--- src/rtl/cfg_pkg.sv ---
package cfg_pkg;

    localparam int DW        = 32;
    localparam int BUS_W     = 8;
    localparam int SLOT_W    = 5;
    localparam int FUNC_W    = 3;
    localparam int OFS_W     = 8;
    localparam int LANES     = DW / 8;
    localparam int LANE_W    = $clog2(LANES);
    localparam int SIZE_W    = 3;
    localparam int EBUS_W    = 2;

    // CPU register indices
    localparam int RI_TARGET = 0;
    localparam int RI_CTRL   = 1;
    localparam int RI_WDATA  = 2;
    localparam int RI_RDATA  = 3;
    localparam int RI_STATUS = 4;
    localparam int RI_BEADDR = 5;
    localparam int RI_HEADDR = 6;

    // status bit positions
    localparam int ST_HOST   = 2;
    localparam int ST_REJ    = 3;
    localparam int ST_BUSY   = 8;

    // command word layout
    localparam logic [3:0] OP_CFG_RD = 4'hA;
    localparam logic [3:0] OP_CFG_WR = 4'hB;
    localparam int REM_BE_LSB = 4;
    localparam int LCL_BE_LSB = 20;
    localparam int LCL_WR_BIT = 16;

    typedef enum logic [1:0] {
        SEQ_IDLE = 2'd0,
        SEQ_ADDR = 2'd1,
        SEQ_DATA = 2'd2
    } seq_state_e;

    typedef struct packed {
        logic [DW-1:0]     addr;
        logic [DW-1:0]     cmd;
        logic [DW-1:0]     wdata;
        logic              write;
        logic              is_local;
        logic [LANE_W-1:0] lane;
        logic [SIZE_W-1:0] size;
    } txn_desc_t;

    function automatic logic size_legal(input logic [SIZE_W-1:0] size,
                                        input logic [LANE_W-1:0] lane);
        logic ok;
        case (size)
            3'd1:    ok = 1'b1;
            3'd2:    ok = (lane != 2'd3);
            3'd4:    ok = (lane == 2'd0);
            default: ok = 1'b0;
        endcase
        return ok;
    endfunction

    function automatic logic [LANES-1:0] lane_enables_n(input logic [SIZE_W-1:0] size,
                                                        input logic [LANE_W-1:0] lane);
        logic [LANES-1:0] be;
        case (size)
            3'd1:    be = ~(4'b0001 << lane);
            3'd2:    be = ~(4'b0011 << lane);
            default: be = 4'b0000;
        endcase
        return be;
    endfunction

    function automatic logic [DW-1:0] cfg_address(input logic [BUS_W-1:0]  bus,
                                                  input logic [SLOT_W-1:0] slot,
                                                  input logic [FUNC_W-1:0] func,
                                                  input logic [OFS_W-1:0]  ofs);
        logic [DW-1:0] a;
        if (bus == '0) begin
            a = (32'd1 << slot)
              | {21'd0, func, 8'd0}
              | {24'd0, ofs[OFS_W-1:2], 2'b00};
        end else begin
            a = {8'd0, bus, slot, func, ofs[OFS_W-1:2], 2'b01};
        end
        return a;
    endfunction

    function automatic logic [DW-1:0] lane_align(input logic [DW-1:0] d,
                                                 input logic [LANE_W-1:0] lane);
        return d << {lane, 3'b000};
    endfunction

    function automatic logic [DW-1:0] lane_extract(input logic [DW-1:0] raw,
                                                   input logic [LANE_W-1:0] lane,
                                                   input logic [SIZE_W-1:0] size);
        logic [DW-1:0] s;
        logic [DW-1:0] r;
        s = raw >> {lane, 3'b000};
        case (size)
            3'd1:    r = {24'd0, s[7:0]};
            3'd2:    r = {16'd0, s[15:0]};
            default: r = s;
        endcase
        return r;
    endfunction

endpackage

--- src/rtl/cfg_req_decode.sv ---
module cfg_req_decode
    import cfg_pkg::*;
(
    input  logic [BUS_W-1:0]  bus,
    input  logic [SLOT_W-1:0] slot,
    input  logic [FUNC_W-1:0] func,
    input  logic [OFS_W-1:0]  ofs,
    input  logic [SIZE_W-1:0] size,
    input  logic              write,
    input  logic              is_local,
    input  logic [DW-1:0]     wdata,
    output txn_desc_t         desc,
    output logic              reject
);
    logic [LANE_W-1:0] lane;
    logic [LANES-1:0]  be_n;

    assign lane = ofs[LANE_W-1:0];
    assign be_n = lane_enables_n(size, lane);

    always_comb begin
        reject = !size_legal(size, lane) || (is_local && !write);

        desc          = '0;
        desc.write    = write;
        desc.is_local = is_local;
        desc.lane     = lane;
        desc.size     = size;
        desc.wdata    = lane_align(wdata, lane);

        if (is_local) begin
            desc.addr = '0;
            desc.cmd[LCL_BE_LSB +: LANES] = be_n;
            desc.cmd[LCL_WR_BIT]          = 1'b1;
            desc.cmd[OFS_W-1:0]           = {ofs[OFS_W-1:2], 2'b00};
        end else begin
            desc.addr = cfg_address(bus, slot, func, ofs);
            desc.cmd[REM_BE_LSB +: LANES] = be_n;
            desc.cmd[3:0]                 = write ? OP_CFG_WR : OP_CFG_RD;
        end
    end

endmodule

--- src/rtl/cfg_err_status.sv ---
module cfg_err_status
    import cfg_pkg::*;
(
    input  logic              clk,
    input  logic              rst,
    input  logic              capture,
    input  logic [EBUS_W-1:0] err_bus,
    input  logic              err_host,
    input  logic [DW-1:0]     err_addr,
    input  logic              reject_set,
    input  logic              clr_we,
    input  logic [DW-1:0]     clr_mask,
    output logic [EBUS_W-1:0] bus_err_q,
    output logic              host_err_q,
    output logic              reject_q,
    output logic [DW-1:0]     bus_eaddr_q,
    output logic [DW-1:0]     host_eaddr_q,
    output logic              pending
);
    logic [EBUS_W-1:0] bus_in;
    logic              host_in;
    logic [EBUS_W-1:0] bus_clr;
    logic              host_clr;
    logic              rej_clr;

    assign bus_in   = capture ? err_bus : '0;
    assign host_in  = capture & err_host;
    assign bus_clr  = clr_we ? clr_mask[EBUS_W-1:0] : '0;
    assign host_clr = clr_we & clr_mask[ST_HOST];
    assign rej_clr  = clr_we & clr_mask[ST_REJ];

    // error state as seen after this cycle's capture
    assign pending = ((bus_err_q | bus_in) != '0) || host_err_q || host_in;

    always_ff @(posedge clk) begin
        if (rst) begin
            bus_err_q    <= '0;
            host_err_q   <= 1'b0;
            reject_q     <= 1'b0;
            bus_eaddr_q  <= '0;
            host_eaddr_q <= '0;
        end else begin
            bus_err_q  <= (bus_err_q & ~bus_clr) | bus_in;
            host_err_q <= (host_err_q & ~host_clr) | host_in;
            reject_q   <= (reject_q & ~rej_clr) | reject_set;
            if (bus_in != '0) bus_eaddr_q  <= err_addr;
            if (host_in)      host_eaddr_q <= err_addr;
        end
    end

endmodule

--- src/rtl/cfg_txn_seq.sv ---
module cfg_txn_seq
    import cfg_pkg::*;
(
    input  logic          clk,
    input  logic          rst,
    input  logic          start_ok,
    input  txn_desc_t     desc_in,
    input  logic          pending,
    input  logic          req_ack,
    input  logic          dat_ack,
    input  logic [DW-1:0] rdata_in,
    output txn_desc_t     desc_q,
    output logic          busy,
    output logic          req_on,
    output logic          dat_on,
    output logic          capture,
    output logic [DW-1:0] result_q
);
    seq_state_e state_q;

    assign req_on  = (state_q == SEQ_ADDR);
    assign dat_on  = (state_q == SEQ_DATA);
    assign busy    = (state_q != SEQ_IDLE);
    assign capture = req_on & req_ack;

    always_ff @(posedge clk) begin
        if (rst) begin
            state_q  <= SEQ_IDLE;
            desc_q   <= '0;
            result_q <= '0;
        end else begin
            case (state_q)
                SEQ_IDLE: begin
                    if (start_ok) begin
                        desc_q  <= desc_in;
                        state_q <= SEQ_ADDR;
                    end
                end
                SEQ_ADDR: begin
                    if (req_ack) begin
                        if (!desc_q.is_local && pending) begin
                            if (!desc_q.write)
                                result_q <= lane_extract('1, desc_q.lane, desc_q.size);
                            state_q <= SEQ_IDLE;
                        end else begin
                            state_q <= SEQ_DATA;
                        end
                    end
                end
                SEQ_DATA: begin
                    if (dat_ack) begin
                        if (!desc_q.write)
                            result_q <= lane_extract(rdata_in, desc_q.lane, desc_q.size);
                        state_q <= SEQ_IDLE;
                    end
                end
                default: state_q <= SEQ_IDLE;
            endcase
        end
    end

endmodule

--- src/rtl/pci_cfg_engine.sv ---
module pci_cfg_engine
    import cfg_pkg::*;
#(
    parameter int RIDX_W = 3
) (
    input  logic              clk,
    input  logic              rst,
    input  logic              cpu_we,
    input  logic [RIDX_W-1:0] cpu_addr,
    input  logic [DW-1:0]     cpu_wdata,
    output logic [DW-1:0]     cpu_rdata,
    output logic              pci_req,
    output logic              pci_local,
    output logic [DW-1:0]     pci_addr,
    output logic [DW-1:0]     pci_cmd,
    input  logic              pci_req_ack,
    input  logic [EBUS_W-1:0] pci_err_bus,
    input  logic              pci_err_host,
    input  logic [DW-1:0]     pci_err_addr,
    output logic              pci_dat,
    output logic              pci_write,
    output logic [DW-1:0]     pci_wdata,
    input  logic              pci_dat_ack,
    input  logic [DW-1:0]     pci_rdata
);
    localparam int TGT_W = OFS_W + FUNC_W + SLOT_W + BUS_W;

    logic [BUS_W-1:0]  tgt_bus;
    logic [SLOT_W-1:0] tgt_slot;
    logic [FUNC_W-1:0] tgt_func;
    logic [OFS_W-1:0]  tgt_ofs;
    logic [SIZE_W-1:0] ctl_size;
    logic              ctl_write;
    logic              ctl_local;
    logic [DW-1:0]     wdata_q;

    logic we_tgt, we_ctl, we_wd, we_st;
    logic busy, go, go_ok, go_rej;

    txn_desc_t desc_new, desc_q;
    logic      dec_reject;
    logic      capture, pending;
    logic [DW-1:0] result_q;

    logic [EBUS_W-1:0] bus_err_q;
    logic              host_err_q, reject_q;
    logic [DW-1:0]     bus_eaddr_q, host_eaddr_q;

    assign we_tgt = cpu_we && (cpu_addr == RIDX_W'(RI_TARGET));
    assign we_ctl = cpu_we && (cpu_addr == RIDX_W'(RI_CTRL));
    assign we_wd  = cpu_we && (cpu_addr == RIDX_W'(RI_WDATA));
    assign we_st  = cpu_we && (cpu_addr == RIDX_W'(RI_STATUS));

    assign go     = we_ctl && !busy;
    assign go_ok  = go && !dec_reject;
    assign go_rej = go && dec_reject;

    always_ff @(posedge clk) begin
        if (rst) begin
            tgt_bus   <= '0;
            tgt_slot  <= '0;
            tgt_func  <= '0;
            tgt_ofs   <= '0;
            ctl_size  <= '0;
            ctl_write <= 1'b0;
            ctl_local <= 1'b0;
            wdata_q   <= '0;
        end else begin
            if (we_tgt) begin
                {tgt_bus, tgt_slot, tgt_func, tgt_ofs} <= cpu_wdata[TGT_W-1:0];
            end
            if (go) begin
                ctl_size  <= cpu_wdata[SIZE_W-1:0];
                ctl_write <= cpu_wdata[SIZE_W];
                ctl_local <= cpu_wdata[SIZE_W+1];
            end
            if (we_wd) wdata_q <= cpu_wdata;
        end
    end

    // decode uses the control word being written, so the start edge launches it
    cfg_req_decode u_dec (
        .bus      (tgt_bus),
        .slot     (tgt_slot),
        .func     (tgt_func),
        .ofs      (tgt_ofs),
        .size     (cpu_wdata[SIZE_W-1:0]),
        .write    (cpu_wdata[SIZE_W]),
        .is_local (cpu_wdata[SIZE_W+1]),
        .wdata    (wdata_q),
        .desc     (desc_new),
        .reject   (dec_reject)
    );

    cfg_txn_seq u_seq (
        .clk      (clk),
        .rst      (rst),
        .start_ok (go_ok),
        .desc_in  (desc_new),
        .pending  (pending),
        .req_ack  (pci_req_ack),
        .dat_ack  (pci_dat_ack),
        .rdata_in (pci_rdata),
        .desc_q   (desc_q),
        .busy     (busy),
        .req_on   (pci_req),
        .dat_on   (pci_dat),
        .capture  (capture),
        .result_q (result_q)
    );

    cfg_err_status u_st (
        .clk          (clk),
        .rst          (rst),
        .capture      (capture),
        .err_bus      (pci_err_bus),
        .err_host     (pci_err_host),
        .err_addr     (pci_err_addr),
        .reject_set   (go_rej),
        .clr_we       (we_st),
        .clr_mask     (cpu_wdata),
        .bus_err_q    (bus_err_q),
        .host_err_q   (host_err_q),
        .reject_q     (reject_q),
        .bus_eaddr_q  (bus_eaddr_q),
        .host_eaddr_q (host_eaddr_q),
        .pending      (pending)
    );

    assign pci_local = desc_q.is_local;
    assign pci_addr  = desc_q.addr;
    assign pci_cmd   = desc_q.cmd;
    assign pci_write = desc_q.write;
    assign pci_wdata = desc_q.wdata;

    always_comb begin
        cpu_rdata = '0;
        case (cpu_addr)
            RIDX_W'(RI_TARGET): cpu_rdata[TGT_W-1:0] = {tgt_bus, tgt_slot, tgt_func, tgt_ofs};
            RIDX_W'(RI_CTRL):   cpu_rdata[SIZE_W+1:0] = {ctl_local, ctl_write, ctl_size};
            RIDX_W'(RI_WDATA):  cpu_rdata = wdata_q;
            RIDX_W'(RI_RDATA):  cpu_rdata = result_q;
            RIDX_W'(RI_STATUS): begin
                cpu_rdata[EBUS_W-1:0] = bus_err_q;
                cpu_rdata[ST_HOST]    = host_err_q;
                cpu_rdata[ST_REJ]     = reject_q;
                cpu_rdata[ST_BUSY]    = busy;
            end
            RIDX_W'(RI_BEADDR): cpu_rdata = bus_eaddr_q;
            RIDX_W'(RI_HEADDR): cpu_rdata = host_eaddr_q;
            default:            cpu_rdata = '0;
        endcase
    end

endmodule

--- config.mk ---
export PLATFORM = sky130hd
export DESIGN_NAME = pci_cfg_engine
export DESIGN_NICKNAME = d
export VERILOG_FILES = /design/src/rtl/cfg_pkg.sv /design/src/rtl/cfg_req_decode.sv /design/src/rtl/cfg_err_status.sv /design/src/rtl/cfg_txn_seq.sv /design/src/rtl/pci_cfg_engine.sv
export SDC_FILE = /design/constraint.sdc
export NUM_CORES = 1
export LEC_CHECK = 0
export BUFFER_PORTS_ARGS = -buffer_cell sky130_fd_sc_hd__buf_4
export CORE_MARGIN = 3
export CORE_UTILIZATION = 43
export CTS_CLUSTER_SIZE = 40
export DETAILED_ROUTE_END_ITERATION = 8
export PLACE_DENSITY = 0.67
export SETUP_SLACK_MARGIN = 0.1
export SLEW_MARGIN = 20
export SYNTH_ARGS = -nofsm -noshare
export SYNTH_HDL_FRONTEND = slang
export SYNTH_SLANG_ARGS = --single-unit
--- constraint.sdc ---
create_clock -name clk -period 2.07 [get_ports clk]
set_input_delay 0.207 -clock clk [delete_from_list [all_inputs] [get_ports clk]]
set_output_delay 0.207 -clock clk [all_outputs]
set_load 0.01 [all_outputs]
==> summary by stage, run 1 <==
Synth
During synthesis, Yosys emitted a total of 0 warnings. Yosys attributes the largest share of cell area to sky130_fd_sc_hd__dfxtp_1 41%, sky130_fd_sc_hd__nand2_1 12%, sky130_fd_sc_hd__a21oi_1 8.6%. The top cell type by area accounts for between 40% and 50% of the synthesized area. After technology mapping, the gate count stands at between 1500 and 2000.

Summing the sequential cell areas from Yosys gives approximately two fifths of the chip area. The top cell type by total area after synthesis is sky130_fd_sc_hd__dfxtp_1. The most frequently used flop master after synthesis is sky130_fd_sc_hd__dfxtp_1. The synthesized design contains 0 enable-type register cells. In this run the cell area of the synthesized design comes to ~12000 µm². The count of cell types in the netlist is 60. The flip-flop and latch count after synthesis is 246.

The mean cell area of the mapped netlist is 7.87 µm². Counting flops with an async set or reset pin after synthesis yields a share of 0%.

Outcome
The final reports fail on negative setup slack. The flow ran to the end, but the final reports show violations.

Floorplanning
Once the floorplan was initialized, standard cells occupied between 40% and 50% of the core. The I/O pin count is 239. From bottom edge to top edge, the die measures around 170 µm.

The die width is around 170 µm. The floorplan step defined a die boundary enclosing around 30000 µm². The placeable core region is between 20000 and 30000 µm². The initialized floorplan defines 60 standard-cell rows.

Global routing
The overflow left after global routing is 0. The layer flagged by global routing as most heavily used is met2. The met2 demand-to-capacity share in global routing is approximately two fifths. The global-route wire length before repair is 63.2 mm.

Entering global routing, the biggest net connects 116 pins. Global routing consumed, over all layers together, around a quarter of the routing resources. The met3 layer usage reported by global route is ~5.0%. The initial antenna violation count is 0. The global routing met1 resource utilization is around a third. The via count of the first global-routing pass is 11000.

Timing
The total count of max-transition violations in the final report is 0. The worst setup skew after layout is 0.00910 ns. In the finished design, the share of the clock period the worst path needs comes to 101%. The actual slew at the worst max-slew pin is about 0.78 ns. The max-slew headroom at the worst pin is 47.9%. The final number of hold-violating endpoints is 0.

The number of endpoints failing setup at the final stage is 1. The final critical delay including setup and external delays is 2.08 ns. Setup repair after global routing could not meet its margin everywhere. The final worst slack is -0.0105 ns.

The highest clock frequency the design can meet is just under 500 MHz.

Layout
The leading cell type in the layout, fill and taps excluded is sky130_fd_sc_hd__nand2_1. Leaving out filler cells and counting taps, the final layout contains approximately 2100. With fillers left out, the area of the finished cells amounts to around 16000 µm².

The post-route netlist has 25.5% of its cells at a drive strength greater than 1. In the layout the commonest cells are 368 x sky130_fd_sc_hd__nand2_1, 280 x sky130_fd_sc_hd__buf_4, 236 x sky130_fd_sc_hd__dfxtp_1, 192 x sky130_fd_sc_hd__a21oi_1, 74 x sky130_fd_sc_hd__mux2i_1. The layout has approximately 2400 filler cells.

The number of antenna diodes in the final layout is 0. Relative to the synthesized area, the layout overhead comes to 33.0%. The count of nets after finishing is 1853.

Power
The leakage power total is approximately 6.3 nW. The internal power of the cells totals between 8 and 9 mW. The power share of the clock group is approximately 46%. Net switching is between 20% and 30% of the power.

The net switching power of the design is about 2.6 mW. The fraction of power consumed by sequential logic is a little under half. The share of total power dissipated in combinational logic is a little under a tenth. VDD sags by at most roughly 0.57 mV. For this design the ratio of total power to cell area is 667 nW/µm².

Worst hold path
Along the worst hold path, the cell count comes to 3. The path with the worst hold slack has its endpoint at u_seq.result_q[28]. The worst hold path begins at pci_rdata[28]. The path class of the tightest hold or removal check is in2reg.

Placement
Detailed placement finished with a half-perimeter wire length of 30.0 mm. The post-place instance area is 13700 µm². Routability-driven placement finished with a final weighted congestion of ~0.9. During placement, the flow inserted port buffers numbering around 220. The number of placed instances, taps included, is roughly 2000.

Setup path
Data on the critical path arrives at its endpoint at between 1.5 and 2 ns. The worst register-to-register path ends at u_seq.desc_q[95]. The maximum fanout encountered on the critical timing path is 4. The logic depth of the worst register-to-register path is 8. The type of element launching the critical path is a register. The worst reg2reg path startpoint is tgt_ofs[0].

The type of the setup path with the least slack is reg2out. STA classifies the critical path endpoint as an output pin. Across all register-to-register paths, the minimum setup slack is around 0.030 ns. The endpoint required time on the critical path is 1.86 ns.

Routing
After detailed routing, the number of remaining DRC violations is 0. The count of nets left with antenna violations once routing finished came out at 0. The vias after detailed routing is approximately 12000. The total iterations of the first detailed-routing run is 5. The iteration-0 DRC count of the detailed router is approximately 1100.

Dividing the detail-routed wire length by the instance count gives slightly below 20 µm. Summed over all layers, the routed wires come to 42.3 mm. The per-cell via count in the routed design is 5.52.

Clock network
For this design, the sink count on the clock tree is 246. The worst-case clock buffer depth is 3. Counting the buffers created by CTS gives 28. The buffer cell driving the clock tree root is sky130_fd_sc_hd__clkbuf_16. The clock latency of the later-clocked register in the worst-skew pair is ~0.55 ns.

TritonCTS built the clock tree. The depth of the CTS H-tree is 1. The clock transition time at the flip-flop clock pins of the worst setup and hold paths is approximately 0.06 ns.

Run
The max-cap check violation count is 0.
==> cell type report <==
type / instances / area (µm²) / share of cell area, %
Timing Repair Buffer: 380 / 3370 / 21.0
Inverter: 23 / 93.8 / 0.586
Sequential cell: 246 / 4950 / 30.9
Clock buffer: 39 / 772 / 4.82
Clock inverter: 11 / 125 / 0.782
Multi-Input combinational cell: 1063 / 6230 / 38.9
Tap cell: 372 / 465 / 2.91
==> per-layer routing <==
| metal | part of all wire (%) | up-vias |
|---|---|---|
| met1 | 41 | 5557 |
| met3 | 8.5 | 99 |
| met4 | 4.0 | 0 |
| met2 | 46 | 559 |
| met5 | 0 | - |
| li1 | - | 5556 |
==> cells in the mapped netlist, types with 8 or more instances <==
cell                        instances
sky130_fd_sc_hd__mux2i_1           75
sky130_fd_sc_hd__clkbuf_1          93
sky130_fd_sc_hd__nand2b_1          21
sky130_fd_sc_hd__nand3b_1          12
sky130_fd_sc_hd__inv_1             21
sky130_fd_sc_hd__a22o_1             8
sky130_fd_sc_hd__nor3_1            19
sky130_fd_sc_hd__a211o_1            8
sky130_fd_sc_hd__dfxtp_1          246
sky130_fd_sc_hd__buf_2             16
sky130_fd_sc_hd__nor2_1            54
sky130_fd_sc_hd__a21oi_1          206
sky130_fd_sc_hd__o21ai_0           56
sky130_fd_sc_hd__mux2_2            19
sky130_fd_sc_hd__o2bb2ai_1         18
sky130_fd_sc_hd__nand2_1          375
sky130_fd_sc_hd__or3_1             16
sky130_fd_sc_hd__a221o_1           21
sky130_fd_sc_hd__nand3_1           21
sky130_fd_sc_hd__nor2b_1           21
sky130_fd_sc_hd__a221oi_1          10
sky130_fd_sc_hd__a211oi_1          20
sky130_fd_sc_hd__buf_4             99
==> power by group through the flow <==
| stage | Combinational [mW] | Sequential [mW] | Clock (mW) |
|---|---|---|---|
| 6_report | 0.978 | 4.83 | 4.87 |
| 5_1_grt | 1.04 | 4.83 | 5.10 |
| 4_1_cts | 0.925 | 4.83 | 4.92 |
| 3_5_place_dp | 0.802 | 4.94 | 0 |
| 3_3_place_gp | 0.798 | 4.93 | 0 |
| 2_1_floorplan | 0.428 | 4.90 | 0 |
==> flip-flops by register name, indices dropped and copies added, names as in the netlist, 3 cells and up <==
register	count
u_seq.desc_q	83
u_seq.result_q	32
u_st.bus_eaddr_q	32
u_st.host_eaddr_q	32
wdata_q	32
tgt_bus	8
tgt_ofs	8
tgt_slot	5
ctl_size	3
tgt_func	3
==> worst max-delay path: stages, from the launching register on <==
cell                      delay [ns]
sky130_fd_sc_hd__dfxtp_4        0.37
sky130_fd_sc_hd__buf_12         0.13
sky130_fd_sc_hd__mux2i_1        0.11
sky130_fd_sc_hd__nor2_1         0.05
sky130_fd_sc_hd__a21oi_1        0.12
sky130_fd_sc_hd__nor2_1         0.09
sky130_fd_sc_hd__a221o_1        0.32
sky130_fd_sc_hd__buf_6          0.14
==> kinds of logic after synthesis <==
logic type / synth area share [%]
simple gates: 20.9
compound gates: 18.8
flops: 40.9
buf+inv: 10.7
mux: 8.20
fa+ha+maj: 0.416
other cells: 0.0312
xor+xnor: 0.0728
==> metrics by stage <==
step                      power [mW]  hold WS (ns)  utilization [%]  setup slack (ns)  TNS [ns]
after floorplan                 5.33         0.336                -            0.0125         0
after global placement          5.73         0.430             50.4           -0.0507    -0.544
after detailed placement        5.74         0.432             50.4           -0.0774    -0.936
after CTS                       10.7       0.00895             56.9           -0.0121   -0.0121
after global routing            11.0        0.0160             58.7           -0.0413    -0.146
final                           10.7        0.0154             58.7           -0.0105   -0.0105
==> worst max-delay path by stage <==
stage,startpoint,endpoint,slack (ns),cells past startpoint
after floorplan,tgt_ofs[0],u_seq.desc_q[100],0.01,9
after global placement,cpu_addr[1],u_seq.desc_q[15],-0.05,7
after detailed placement,cpu_addr[1],u_seq.desc_q[18],-0.08,7
after CTS,tgt_ofs[0],cpu_rdata[0],-0.01,7
after global routing,tgt_ofs[0],u_seq.desc_q[95],-0.04,8
final,tgt_ofs[0],cpu_rdata[0],-0.01,7
==> timing repair <==
| item | CTS | global route |
|---|---|---|
| pin swaps | 15 | 31 |
| endpoints found under the setup margin | 63 | 68 |
| hold buffers | 66 | 0 |
| hold endpoints to repair | 120 | 0 |
| gates resized for setup | 36 | 66 |
| setup buffers | 5 | 10 |
| cloned | 1 | 5 |
No activity file was read; power rests on OpenSTA's default activity.
==> run 2, diff against run 1 <==
--- a/config.mk
+++ b/config.mk
@@ -8,9 +8,9 @@
 export BUFFER_PORTS_ARGS = -buffer_cell sky130_fd_sc_hd__buf_4
 export CORE_MARGIN = 3
 export CORE_UTILIZATION = 43
-export CTS_CLUSTER_SIZE = 40
 export DETAILED_ROUTE_END_ITERATION = 8
 export PLACE_DENSITY = 0.67
+export RECOVER_POWER = 25
 export SETUP_SLACK_MARGIN = 0.1
 export SLEW_MARGIN = 20
 export SYNTH_ARGS = -nofsm -noshare
==> run 2 against run 1 <==
The flow still finishes with violations (negative setup slack). Sequential power about the same. Register-to-register slack about the same. Routed wire length fell by 0.16%. Worst setup slack improved by 0.010 ns. Cell count unchanged. Clock-buffer cell count unchanged. Clock skew up 0.00096 ns. Worst hold slack is essentially flat. Non-clock buffer count unchanged. Flip-flop and latch count unchanged. Total power is essentially flat. Clock power is essentially flat.
==> summary by stage, run 2 (synthesized netlist as in run 1, its figures left out) <==
Floorplanning
For this design the top-level I/O count stands at roughly 240. The die width is ~170 µm. The core region is between 20000 and 30000 µm². From bottom edge to top edge, the die measures around 170 µm. The overall die area is approximately 30000 µm². The floorplan row count is 60. The initial standard-cell utilization of the core is about 44%.

Layout
For this run, the post-layout net count is 1853. The post-route core utilization is between 50% and 60%. The register with the most flip-flops in the layout has 83 of them. Compared with the post-synthesis result, the final layout area differs by 32.8%. In the final layout, the multi-input gates occupy around 6200 µm². Summing all flip-flop and latch instances after layout gives between 4000 and 5000 µm². The library cell used most frequently in the layout, excluding fill and tap cells, is sky130_fd_sc_hd__nand2_1. The share of post-route cells with drive strength above 1 is ~25%. The filler cell count in the final layout is 2385. The post-route non-filler standard cell count is approximately 2100. Counting flops per register, the top entry is u_seq.desc_q. The number of antenna diodes in the final layout is 0. The top cell types in the final layout, fill and taps aside, are 368 x sky130_fd_sc_hd__nand2_1, 279 x sky130_fd_sc_hd__buf_4, 236 x sky130_fd_sc_hd__dfxtp_1, 192 x sky130_fd_sc_hd__a21oi_1, 74 x sky130_fd_sc_hd__mux2i_1.

Timing
The total count of max-transition violations in the final report came to 0. The highest clock frequency the design can meet is 483 MHz. Counting I/O delays and the setup requirement, the final critical path takes approximately 2.1 ns. The final period utilization is 100%.

Setup repair after global routing could not meet its margin everywhere. Between clock sinks in the finished design, the worst skew comes to between 0.01 and 0.015 ns. The number of endpoints failing setup at the final stage is 1.

The final number of hold-violating endpoints came to 0. The max-slew headroom at the worst pin is 47.4%. The final worst slack is -0.000197 ns. At the pin with the least slew margin, the transition time is roughly 0.79 ns.

Setup path
At the worst endpoint, the arrival time is 1.86 ns. The type of element launching the critical path is a register. Of all nets on the critical path, the largest fanout is 4. STA classifies the critical path endpoint as an output pin. At the worst endpoint, the required time is approximately 1.9 ns.

The type of the setup path with the least slack is reg2out.

Clock network
After clock tree synthesis, the clock-pin slew on the worst setup and hold paths is 0.06 ns. For this design, the sink count on the clock tree is around 250. In this run, CTS created clock tree buffers numbering 28.

CTS built an H-tree with a depth of 1. The root buffer cell chosen for the clock tree is sky130_fd_sc_hd__clkbuf_16. The clock tree from TritonCTS is done. The worst-case clock buffer depth is 3.

At the later pin of the worst-skew pair, clock insertion delay measures approximately 0.55 ns.

Global routing
The global-route wire length before repair is ~63 mm. The initial antenna violation count came to 0. The maximum number of pins on one net before global-route repair is about 120.

The total global routing track utilization is 26.2%. The via count of the first global-routing pass is around 11000. The overflow left after global routing is 0.

Outcome
The final reports fail on negative setup slack. The run finished, with violations left.

Power
The power density of the placed cells is 667 nW/µm². The highest ir drop seen on vdd is ~0.57 mV. The net switching share of the total power is about a quarter. The leakage power total is ~6.3 nW.

The cell-internal power is between 8 and 9 mW. The fraction of power consumed by sequential logic is ~45%. Summing internal, switching and leakage power gives 10.7 mW. The net switching power of the design is around 2.6 mW. The power share of the clock group is about 46%. The part of the total power dissipated in combinational logic is approximately 9.2%.

Routing
After detailed routing, the average wire length per cell comes to 19.8 µm. The count of nets left with antenna violations once routing finished came out at 0. After the first detailed-routing iteration, the DRC count stood at 1099. Dividing the detail-routed via count by the number of cells gives 5.53.

For this run, design rule violations remaining after detail routing come to 0. The total iterations of the first detailed-routing run is 6. The vias after detailed routing is between 10000 and 15000. The total wire length after detailed routing is around 42 mm.

Placement
The final weighted congestion in routability-driven placement is about 0.89. At the placement stage, the worst setup path has a slack of -0.0774 ns. The total instance count after detailed placement is around 2000. The count of input and output buffers is roughly 220. The wire-length estimate of the detail-placed layout is 30.0 mm.

Worst hold path
The worst min-delay path category is in2reg.

Run
Across the run, the number of max-cap violations was 0.
run 2: power groups by stage:
stage / combinational (mW) / clock [mW] / sequential (mW)
floorplan: 0.428 / 0 / 4.90
global placement: 0.798 / 0 / 4.93
global route: 1.04 / 5.10 / 4.83
CTS: 0.925 / 4.92 / 4.83
detailed placement: 0.802 / 0 / 4.94
finish: 0.977 / 4.86 / 4.83
run 2: stage by stage:
stage | setup TNS, ns | area [µm²] | hold slack [ns]
6_report | -0.000197 | 16000 | 0.0154
3_3_place_gp | -0.544 | 13700 | 0.430
5_1_grt | -0.146 | 16000 | 0.0160
3_5_place_dp | -0.936 | 13700 | 0.432
4_1_cts | -0.0121 | 15500 | 0.00895
2_1_floorplan | 0 | 12200 | 0.336
run 2: critical path: stages, from the launching register on:
cell	delay (ns)
sky130_fd_sc_hd__dfxtp_4	0.37
sky130_fd_sc_hd__buf_12	0.13
sky130_fd_sc_hd__mux2i_1	0.11
sky130_fd_sc_hd__nor2_1	0.05
sky130_fd_sc_hd__a21oi_1	0.12
sky130_fd_sc_hd__nor2_1	0.08
sky130_fd_sc_hd__a221o_1	0.31
sky130_fd_sc_hd__buf_6	0.14
run 2: worst paths after layout:
check | end | slack [ns] | startpoint | depth (start not counted)
worst min-delay path | u_seq.result_q[28] | 0.02 | pci_rdata[28] | 3
worst max-delay path | cpu_rdata[0] | -0.0002 | tgt_ofs[0] | 7
worst max register to register | u_seq.desc_q[95] | 0.03 | tgt_ofs[0] | 8
worst min register to register | u_st.bus_eaddr_q[1] | 0.45 | u_st.bus_eaddr_q[1] | 2
run 2: repair_timing:
| item | CTS | global route |
|---|---|---|
| setup buffers | 5 | 10 |
| endpoints found under the hold margin | 120 | 0 |
| setup endpoints to repair | 63 | 68 |
| hold buffers | 66 | 0 |
| resized for setup | 36 | 66 |
| cloned | 1 | 5 |
| pin swaps | 15 | 31 |
run 2: cell type report:
class / count / share of cell area [%]
Multi-Input combinational cell: 1063 / 39.0
Sequential cell: 246 / 31.0
Timing Repair Buffer: 380 / 20.9
Clock buffer: 39 / 4.83
Tap cell: 372 / 2.91
Clock inverter: 11 / 0.783
Inverter: 23 / 0.587
run 2: routing by layer:
layer  global-route usage (%)  up-vias  part of all wire (%)  wire length, µm
met5                        0        -                     0                0
met2                     41.8      569                    46            19400
met1                     35.3     5576                    42            17700
li1                         -     5550                     -                -
met4                     9.86        0                   3.9             1670
met3                     4.97      101                   8.2             3460
